--- src/rtl/pdo_pkg.sv ---
package pdo_pkg;
  typedef enum logic [1:0] {
    HS_IDLE  = 2'd0,
    HS_SETUP = 2'd1,
    HS_REQ   = 2'd2,
    HS_REL   = 2'd3
  } hs_state_e;
endpackage

--- src/rtl/pdo_fifo.sv ---
module pdo_fifo #(
  parameter int W     = 32,
  parameter int DEPTH = 8
) (
  input  logic         clk,
  input  logic         rst_n,
  input  logic         push,
  input  logic [W-1:0] wdata,
  input  logic         pop,
  output logic [W-1:0] head,
  output logic         empty,
  output logic         full
);
  localparam int AW = $clog2(DEPTH);

  logic [W-1:0] mem [DEPTH];
  logic [AW:0]  wp, rp;

  assign empty = (wp == rp);
  assign full  = (wp[AW] != rp[AW]) && (wp[AW-1:0] == rp[AW-1:0]);
  assign head  = mem[rp[AW-1:0]];

  always_ff @(posedge clk) begin
    if (push) mem[wp[AW-1:0]] <= wdata;
  end

  always_ff @(posedge clk) begin
    if (!rst_n) begin
      wp <= '0;
      rp <= '0;
    end else begin
      if (push) wp <= wp + 1'b1;
      if (pop)  rp <= rp + 1'b1;
    end
  end
endmodule

--- src/rtl/pdo_pacer.sv ---
module pdo_pacer #(
  parameter int DIV_W = 16
) (
  input  logic             clk,
  input  logic             rst_n,
  input  logic             en,
  input  logic [DIV_W-1:0] div,
  output logic             tick
);
  // Smallest legal period is two cycles.
  function automatic logic [DIV_W-1:0] period_of(input logic [DIV_W-1:0] d);
    return (d < DIV_W'(2)) ? DIV_W'(2) : d;
  endfunction

  logic [DIV_W-1:0] cnt;
  logic [DIV_W-1:0] lim;

  assign lim  = period_of(div);
  assign tick = en && (cnt == lim - DIV_W'(1));

  always_ff @(posedge clk) begin
    if (!rst_n)     cnt <= '0;
    else if (!en)   cnt <= '0;
    else if (tick)  cnt <= '0;
    else            cnt <= cnt + DIV_W'(1);
  end
endmodule

--- src/rtl/pdo_ack_sync.sv ---
module pdo_ack_sync #(
  parameter int STAGES = 2
) (
  input  logic clk,
  input  logic rst_n,
  input  logic ack_n,
  output logic ack_low
);
  logic [STAGES-1:0] sr;

  for (genvar i = 0; i < STAGES; i++) begin : g_stage
    if (i == 0) begin : g_first
      always_ff @(posedge clk) begin
        if (!rst_n) sr[0] <= 1'b1;
        else        sr[0] <= ack_n;
      end
    end else begin : g_next
      always_ff @(posedge clk) begin
        if (!rst_n) sr[i] <= 1'b1;
        else        sr[i] <= sr[i-1];
      end
    end
  end

  assign ack_low = !sr[STAGES-1];
endmodule

--- src/rtl/pdo_hs_fsm.sv ---
module pdo_hs_fsm
  import pdo_pkg::*;
(
  input  logic clk,
  input  logic rst_n,
  input  logic start,
  input  logic ack_en,
  input  logic ack_low,
  output logic idle,
  output logic req_n
);
  hs_state_e st, st_nx;

  always_comb begin
    st_nx = st;
    unique case (st)
      HS_IDLE:  if (start) st_nx = HS_SETUP;
      HS_SETUP: st_nx = HS_REQ;
      HS_REQ:   if (!ack_en || ack_low)  st_nx = HS_REL;
      HS_REL:   if (!ack_en || !ack_low) st_nx = HS_IDLE;
      default:  st_nx = HS_IDLE;
    endcase
  end

  always_ff @(posedge clk) begin
    if (!rst_n) st <= HS_IDLE;
    else        st <= st_nx;
  end

  assign idle  = (st == HS_IDLE);
  assign req_n = (st != HS_REQ);
endmodule

--- src/rtl/pdo_stream_ctrl.sv ---
module pdo_stream_ctrl #(
  parameter int W           = 32,
  parameter int DEPTH       = 8,
  parameter int DIV_W       = 16,
  parameter int SYNC_STAGES = 2
) (
  input  logic             clk,
  input  logic             rst_n,
  input  logic [W-1:0]     in_data,
  input  logic             in_valid,
  output logic             in_ready,
  input  logic             cfg_pace_en,
  input  logic             cfg_fifo_en,
  input  logic             cfg_req_en,
  input  logic             cfg_ack_en,
  input  logic [DIV_W-1:0] pace_div,
  input  logic             wr_en,
  input  logic [W-1:0]     wr_data,
  output logic [W-1:0]     dout,
  output logic             uflow_flag,
  input  logic             uflow_clr,
  output logic             req_n,
  input  logic             ack_n
);
  // Named internal events, also watched by the checker.
  logic         fifo_empty, fifo_full;
  logic [W-1:0] fifo_head;
  logic         push, pop;
  logic         tick, timer_upd, hs_start, uflow_set;
  logic         hs_idle, ack_low;
  logic [W-1:0] dout_q;
  logic         uflow_q;

  assign in_ready  = cfg_fifo_en && !fifo_full;
  assign push      = in_valid && in_ready;
  assign timer_upd = tick && cfg_fifo_en && hs_idle;
  assign hs_start  = hs_idle && !cfg_pace_en && cfg_req_en && cfg_fifo_en && !fifo_empty;
  assign pop       = (timer_upd && !fifo_empty) || hs_start;
  assign uflow_set = timer_upd && fifo_empty;

  pdo_fifo #(.W(W), .DEPTH(DEPTH)) u_fifo (
    .clk(clk), .rst_n(rst_n), .push(push), .wdata(in_data),
    .pop(pop), .head(fifo_head), .empty(fifo_empty), .full(fifo_full)
  );

  pdo_pacer #(.DIV_W(DIV_W)) u_pacer (
    .clk(clk), .rst_n(rst_n), .en(cfg_pace_en), .div(pace_div), .tick(tick)
  );

  pdo_ack_sync #(.STAGES(SYNC_STAGES)) u_sync (
    .clk(clk), .rst_n(rst_n), .ack_n(ack_n), .ack_low(ack_low)
  );

  pdo_hs_fsm u_fsm (
    .clk(clk), .rst_n(rst_n), .start(hs_start), .ack_en(cfg_ack_en),
    .ack_low(ack_low), .idle(hs_idle), .req_n(req_n)
  );

  // A stream update outranks a direct write in the same cycle.
  always_ff @(posedge clk) begin
    if (!rst_n)      dout_q <= '0;
    else if (pop)    dout_q <= fifo_head;
    else if (wr_en)  dout_q <= wr_data;
  end

  always_ff @(posedge clk) begin
    if (!rst_n)         uflow_q <= 1'b0;
    else if (uflow_set) uflow_q <= 1'b1;
    else if (uflow_clr) uflow_q <= 1'b0;
  end

  assign dout       = dout_q;
  assign uflow_flag = uflow_q;
endmodule

--- config.mk ---
export PLATFORM = sky130hd
export DESIGN_NAME = pdo_stream_ctrl
export DESIGN_NICKNAME = d
export VERILOG_FILES = /design/src/rtl/pdo_pkg.sv /design/src/rtl/pdo_fifo.sv /design/src/rtl/pdo_pacer.sv /design/src/rtl/pdo_ack_sync.sv /design/src/rtl/pdo_hs_fsm.sv /design/src/rtl/pdo_stream_ctrl.sv
export SDC_FILE = /design/constraint.sdc
export NUM_CORES = 1
export LEC_CHECK = 0
export BUFFER_PORTS_ARGS = -buffer_cell sky130_fd_sc_hd__buf_2
export CORE_UTILIZATION = 25
export CTS_CLUSTER_DIAMETER = 200
export DETAILED_ROUTE_END_ITERATION = 8
export GPL_TIMING_DRIVEN = 0
export SYNTH_ARGS = -nofsm -noshare
export SYNTH_HDL_FRONTEND = slang
export SYNTH_SLANG_ARGS = --single-unit
--- constraint.sdc ---
create_clock -name clk -period 12.2 [get_ports clk]
set_input_delay 0.61 -clock clk [delete_from_list [all_inputs] [get_ports clk]]
set_output_delay 0.61 -clock clk [all_outputs]
set_load 0.02 [all_outputs]
==> out/metrics.csv, run 1 <==
stage;metric;value;unit
status;outcome;finished clean;
timing;Worst Skew;0.0171;ns
cells_and_area;post-layout net count;1036;
synth;Seq/Total Area, Yosys;68.5;%
worst_setup_path;R2R Path End;dout[31];
worst_setup_path;R2R depth;10;
cells_and_area;layout cells sized above 1;31.7;%
global_route;initial antenna violation count;8;
worst_setup_path;Critical Path RT;12.65;ns
worst_setup_path;critical path's top delay family;compound AO/OA/AOI/OAI gates;
timing;fin. max-slew vios;0;
routing;Iter 0 DRT Violations;494;
worst_setup_path;crit path capture type;register;
routing;total number of vias;7420;
routing;drt via density;4.51;
clock_network;clk sinks;320;
clock_network;worst skew pair latency;0.55;ns
timing;Slew HR;26.2;%
cells_and_area;Syn-to-layout area delta;22.3;%
job;max_cap viols;0;
worst_hold_path;beginning of the worst hold path;ack_n;
routing;WL final;31400;microns
routing;Wirelength per Cell;19.1;microns
synth;Syn Nets;865;
floorplanning;Die ar.;53300;sq um
floorplanning;Rows;83;
timing;final worst-path cycle share;36.8;%
worst_setup_path;R2R setup slack;8.71;ns
placement;input/output buffers;120;
synth;predominant post-synthesis flop cell;edfxtp_1;
timing;RSZ-0062 raised after global routing;false;
routing;drt pass-1 iters;4;
synth;synthesized area;13100;sq um
worst_setup_path;crit-path cells;buf_2 -> nor4_2 -> and4_1 -> nand2b_1 -> ha_1 -> nor2b_1 -> a21boi_0 -> o211a_1 -> o32ai_1 -> nor4b_2 -> a21oi_2 -> buf_2 -> buf_2 -> nand3_1 -> o31ai_1;
timing;Period minus WS final;4.49;ns
clock_network;Post-CTS Setup Bufs;0;
worst_hold_path;Min-Delay Path Class;input port to register;
synth;synth unique cells;52;
worst_hold_path;Hold Path End;u_sync.sr[0];
floorplanning;CORE AREA;51500;sq um
clock_network;Longest Clk Path Bufs;3;
floorplanning;chip width;231;microns
cells_and_area;Finished Core Util;31.1;%
worst_setup_path;Crit path largest cell delay;0.70;ns
clock_network;H-tree Lvls;2;
timing;Max Clk Rate;223;MHz
clock_network;CTS root buffer;clkbuf_16;
placement;Final Wtd Congestion;0.769;
synth;Synth Instances;767;
clock_network;# hold bufs at CTS;0;
global_route;Total GRT Usage;11.8;%
timing;Setup Total Neg Slack;0;ns
global_route;vias in the first global route;7672;
synth;ys async rst share;0;%
worst_hold_path;hold depth;2;
synth;post-synth top area share;58.7;%
worst_setup_path;Worst path most repeated cell;buf_2;
worst_setup_path;worst r2r src;u_fifo.wp[2];
timing;Fin. Hold Viols;0;
global_route;largest net degree at the start of global routing;21;
worst_setup_path;number of buffers and inverters on the critical path;3;
clock_network;Worst-path clk slew;0.06;ns
worst_setup_path;crit start category;input port;
synth;Synthesis Warnings;0;
clock_network;# resized after CTS;0;
worst_setup_path;Crit Path Class;input port to register;
floorplanning;Die Y;231;microns
timing;Worst-Margin Slew;1.11;ns
floorplanning;I/O pins;125;
worst_setup_path;CP Max Fanout;10;
clock_network;CTS buffer count;35;
synth;Post-synth EDFFs;256;
power;largest vdd supply drop;91.1;uV
global_route;GR Overflow Total;0;
routing;Post-route DRC;0;
synth;synthesized flop and latch total;320;
worst_setup_path;Worst Path Arrival;4.94;ns
power;Leak;0.00521;uW
synth;syn avg cell area;17.1;sq um
clock_network;TritonCTS clock tree;yes;
cells_and_area;commonest non-fill, non-tap cell in the layout;edfxtp_1;
power;PD cells;152;nW/um^2
cells_and_area;most frequent cells in the layout;edfxtp_1, buf_2, mux4_2, dfxtp_1, nand3_1;
synth;synth top area cells;edfxtp_1, mux4_2, dfxtp_1;
placement;hpwl dp;21200;microns
synth;leading area contributor after synthesis;edfxtp_1;
timing;# setup viols final;0;
global_route;first-pass GRT wire length;46700;microns
routing;Final ANT Viol Nets;0;
worst_setup_path;Worst path slowest cell;a21oi_2;
floorplanning;initial core utilization;25.4;%
==> routing by layer <==
layer  share of wire [%]  track usage, %
met1                  44            15.4
met2                  47            18.9
met3                 5.8            2.69
met4                 2.9            4.53
met5                0.15               0
==> sequential cells by signal, summed over array words and instances (netlist names), named ones only <==
signal and count:
u_fifo.rp 4, dout 32, u_fifo.mem 256, u_fsm.st 2, u_sync.sr 2, uflow_flag 1
u_fifo.wp 4, u_pacer.cnt 16
==> final cells by class <==
type                       count  area [sq um]
timing repair buffer         134           841
sequential                   320          8970
antenna                        1          2.50
tap                          680           851
buffer                        43           170
clock inverter                20           248
fill                        5102         35500
inverter                      10          37.5
clock buffer                  43           916
multi-input combinational    394          3960
==> logic make-up after synthesis <==
| logic type | after synthesis | synth area share (%) |
|---|---|---|
| fa+ha+maj | 8 | 0.765 |
| buf+inv | 53 | 1.59 |
| simple gates | 155 | 6.44 |
| compound gates | 61 | 3.58 |
| flops | 320 | 68.5 |
| xor+xnor | 36 | 2.41 |
| mux | 134 | 16.7 |
==> stage by stage <==
step                cell area (sq um)  total power, uW  hold WS [ns]  std cells  worst slack, ns
global placement                14500             1380         0.405       1567             5.24
global route                    16000             2500         0.248       1644             7.34
finish                          16000             2430         0.251       1645             7.71
detailed placement              14800             1380         0.421       1581             7.11
floorplan                       13100             1320         0.386        767             7.75
CTS                             16000             2460         0.231       1644             7.66
==> synth_stat cells, types with 3 or more instances <==
cell and number:
or3_1 5, dfxtp_1 64, buf_1 11, nor2_1 42, nand2b_1 10, xnor2_1 18, clkbuf_1 25, ha_1 8
mux4_2 64, nand3_1 52, nand2_1 7, inv_1 9, nand4_1 3, nor2b_1 4, nor4_1 3, and3_1 4
o21ai_0 3, mux2i_1 37, a21oi_1 7, o31ai_1 32, edfxtp_1 256, xor2_1 18, nand3b_1 3, nor3_1 7
buf_2 7, mux2_2 33
==> worst max path at each step <==
stage	from	end	slack (ns)	cells past startpoint
2_1_floorplan	u_fifo.wp[2]	u_fifo.mem[0][0]	7.75	7
6_report	pace_div[14]	dout[31]	7.71	15
4_1_cts	pace_div[14]	dout[31]	7.66	15
3_5_place_dp	pace_div[14]	dout[31]	7.11	15
5_1_grt	pace_div[14]	dout[31]	7.34	15
3_3_place_gp	u_fifo.wp[2]	u_fifo.mem[0][9]	5.24	7
==> where the power goes <==
part	internal [uW]	leakage [uW]	switching, uW
clock	628	0.000563	444
combinational	62.8	0.00181	89.7
sequential	1200	0.00284	8.66
(Power assumes the default switching activity.)
==> inputs of run 2 (changes only) <==
==> constraint.sdc (replaced) <==
create_clock -name clk -period 4.03 [get_ports clk]
set_input_delay 0.2015 -clock clk [delete_from_list [all_inputs] [get_ports clk]]
set_output_delay 0.2015 -clock clk [all_outputs]
set_load 0.02 [all_outputs]
==> out/metrics.csv, run 2 (synthesized netlist as in run 1, its figures left out) <==
stage;metric;value;unit
timing;final worst-path cycle share;91.2;%
timing;# setup viols final;0;
worst_setup_path;Critical Path RT;4.48;ns
placement;input/output buffers;120;
clock_network;clk sinks;320;
worst_setup_path;Worst path most repeated cell;buf_2;
worst_setup_path;critical path's top delay family;simple AND/OR/NAND/NOR gates;
worst_setup_path;crit path capture type;register;
worst_setup_path;Worst Path Arrival;4.13;ns
clock_network;TritonCTS clock tree;yes;
routing;Iter 0 DRT Violations;539;
worst_setup_path;cell depth of the worst setup path;15;
cells_and_area;# diodes;0;
cells_and_area;multi-input logic area;3980;sq um
power;largest vdd supply drop;277;uV
power;PD cells;449;nW/um^2
global_route;initial antenna violation count;3;
routing;total number of vias;7569;
worst_setup_path;Crit Path Class;input port to register;
floorplanning;initial core utilization;25.4;%
worst_setup_path;R2R setup slack;0.45;ns
routing;Wirelength per Cell;18.7;microns
floorplanning;Rows;83;
routing;WL final;31600;microns
worst_setup_path;crit start category;input port;
cells_and_area;final instance count without filler cells;1687;
worst_setup_path;CP Max Fanout;10;
floorplanning;I/O pins;125;
worst_setup_path;Worst path slowest cell;nor4_2;
routing;Final ANT Viol Nets;0;
power;Leak;0.00539;uW
clock_network;CTS buffer count;35;
worst_setup_path;worst r2r src;u_fifo.wp[2];
cells_and_area;Syn-to-layout area delta;25.6;%
clock_network;Worst-path clk slew;0.06;ns
global_route;GR Overflow Total;0;
clock_network;worst skew pair latency;0.55;ns
power;Total Power;7390;uW
placement;hpwl dp;21200;microns
worst_setup_path;Crit path largest cell delay;0.51;ns
cells_and_area;commonest non-fill, non-tap cell in the layout;edfxtp_1;
global_route;first-pass GRT wire length;47300;microns
floorplanning;Die Y;231;microns
worst_setup_path;R2R Path End;u_fifo.mem[0][28];
job;max_cap viols;0;
cells_and_area;max FFs per register;256;
clock_network;Longest Clk Path Bufs;3;
timing;Fin. Hold Viols;0;
floorplanning;chip width;231;microns
cells_and_area;Finished Core Util;31.9;%
placement;Final Wtd Congestion;0.769;
cells_and_area;post-layout net count;1079;
routing;Post-route DRC;0;
global_route;largest net degree at the start of global routing;21;
timing;RSZ-0062 raised after global routing;false;
worst_hold_path;Hold Path End;dout[10];
global_route;vias in the first global route;7864;
status;outcome;finished clean;
timing;Worst-Margin Slew;1.08;ns
routing;drt pass-1 iters;5;
global_route;Total GRT Usage;11.9;%
timing;fin. max-slew vios;0;
worst_setup_path;R2R depth;9;
timing;Max Clk Rate;272;MHz
floorplanning;CORE AREA;51500;sq um
cells_and_area;fillcell total;5084;
worst_setup_path;number of buffers and inverters on the critical path;3;
timing;Slew HR;27.9;%
placement;placed cells;1581;
floorplanning;Die ar.;53300;sq um
cells_and_area;most frequent cells in the layout;edfxtp_1, buf_2, mux4_2, dfxtp_1, nand3_1;
timing;Worst Skew;0.0159;ns
timing;Period minus WS final;3.68;ns
clock_network;H-tree Lvls;2;
clock_network;CTS root buffer;clkbuf_16;
worst_hold_path;beginning of the worst hold path;wr_data[10];
worst_setup_path;crit-path cells;buf_2 -> nor4_2 -> and4_1 -> nand2b_1 -> ha_1 -> nor2b_1 -> a21boi_0 -> o211a_1 -> o32ai_1 -> nor4b_2 -> a21oi_4 -> buf_2 -> buf_2 -> nand3_1 -> o31ai_1;
routing;drt via density;4.49;
worst_hold_path;Min-Delay Path Class;input port to register;
timing;tightest hold margin;0.0239;ns
worst_hold_path;hold depth;4;
cells_and_area;layout cells sized above 1;30.5;%
cells_and_area;FF/Latch Area;8970;sq um
## run 2: cell types whose count changed in the layout (fill, tap and decap cells not counted)
cell	previous run	this run
diode_2	1	0
buf_4	0	1
dlygate4sd3_1	0	42
nor4_4	1	2
a21oi_2	1	0
a21oi_4	0	1
nor4_2	2	1
## run 2: final cells by class
type	instances	area share [%]
Timing Repair Buffer	177	7.72
Clock buffer	43	5.57
Tap cell	680	5.18
Sequential cell	320	54.6
Clock inverter	20	1.51
Multi-Input combinational cell	394	24.2
Inverter	10	0.228
Buffer	43	1.04
## run 2: layer usage
metal	vias to the layer above	track usage (%)	wire, microns	part of all wire, %
li1	3480	-	-	-
met1	3838	15.7	14100	45
met2	194	19.2	15000	48
met3	53	2.29	1550	4.9
met4	4	4.45	884	2.8
met5	-	0	23	0.073
## run 2: repair_timing
action / in CTS / in global routing
endpoints found under the setup margin: 10 / 20
endpoints found under the hold margin: 266 / 0
setup buffers: 0 / 1
hold buffers: 42 / 0
gates resized for setup: 1 / 1
pin swaps: 0 / 1
## run 2: tightest hold or removal path: cells and delay by family
family	cells	cell delay (ns)
AO/OA/AOI/OAI	1	0.06
buffers and inverters	1	0.08
multiplexers	1	0.13
AND/OR/NAND/NOR	1	0.07
## run 2: how the worst max path moves through the flow
stage,start,endpoint
after floorplan,u_fifo.wp[2],u_fifo.mem[0][0]
after global placement,u_fifo.wp[2],u_fifo.mem[0][9]
after detailed placement,pace_div[14],dout[31]
after CTS,pace_div[14],dout[31]
after global routing,pace_div[13],dout[31]
final,pace_div[13],dout[31]
## run 2: through the flow
step | TNS, ns | area, sq um | setup slack (ns)
2_1_floorplan | -26.00 | 13100 | -0.416
3_3_place_gp | -428.71 | 14500 | -2.93
3_5_place_dp | -16.66 | 14800 | -0.652
4_1_cts | 0 | 16400 | 0.147
5_1_grt | 0 | 16400 | 0.000407
6_report | 0 | 16400 | 0.353
## run 2: report_power, final
group | switching [uW] | leakage (uW) | internal, uW
Clock | 1340 | 0.000563 | 1900
Combinational | 281 | 0.00199 | 218
Sequential | 26.1 | 0.00284 | 3620
Total | 1650 | 0.00539 | 5740
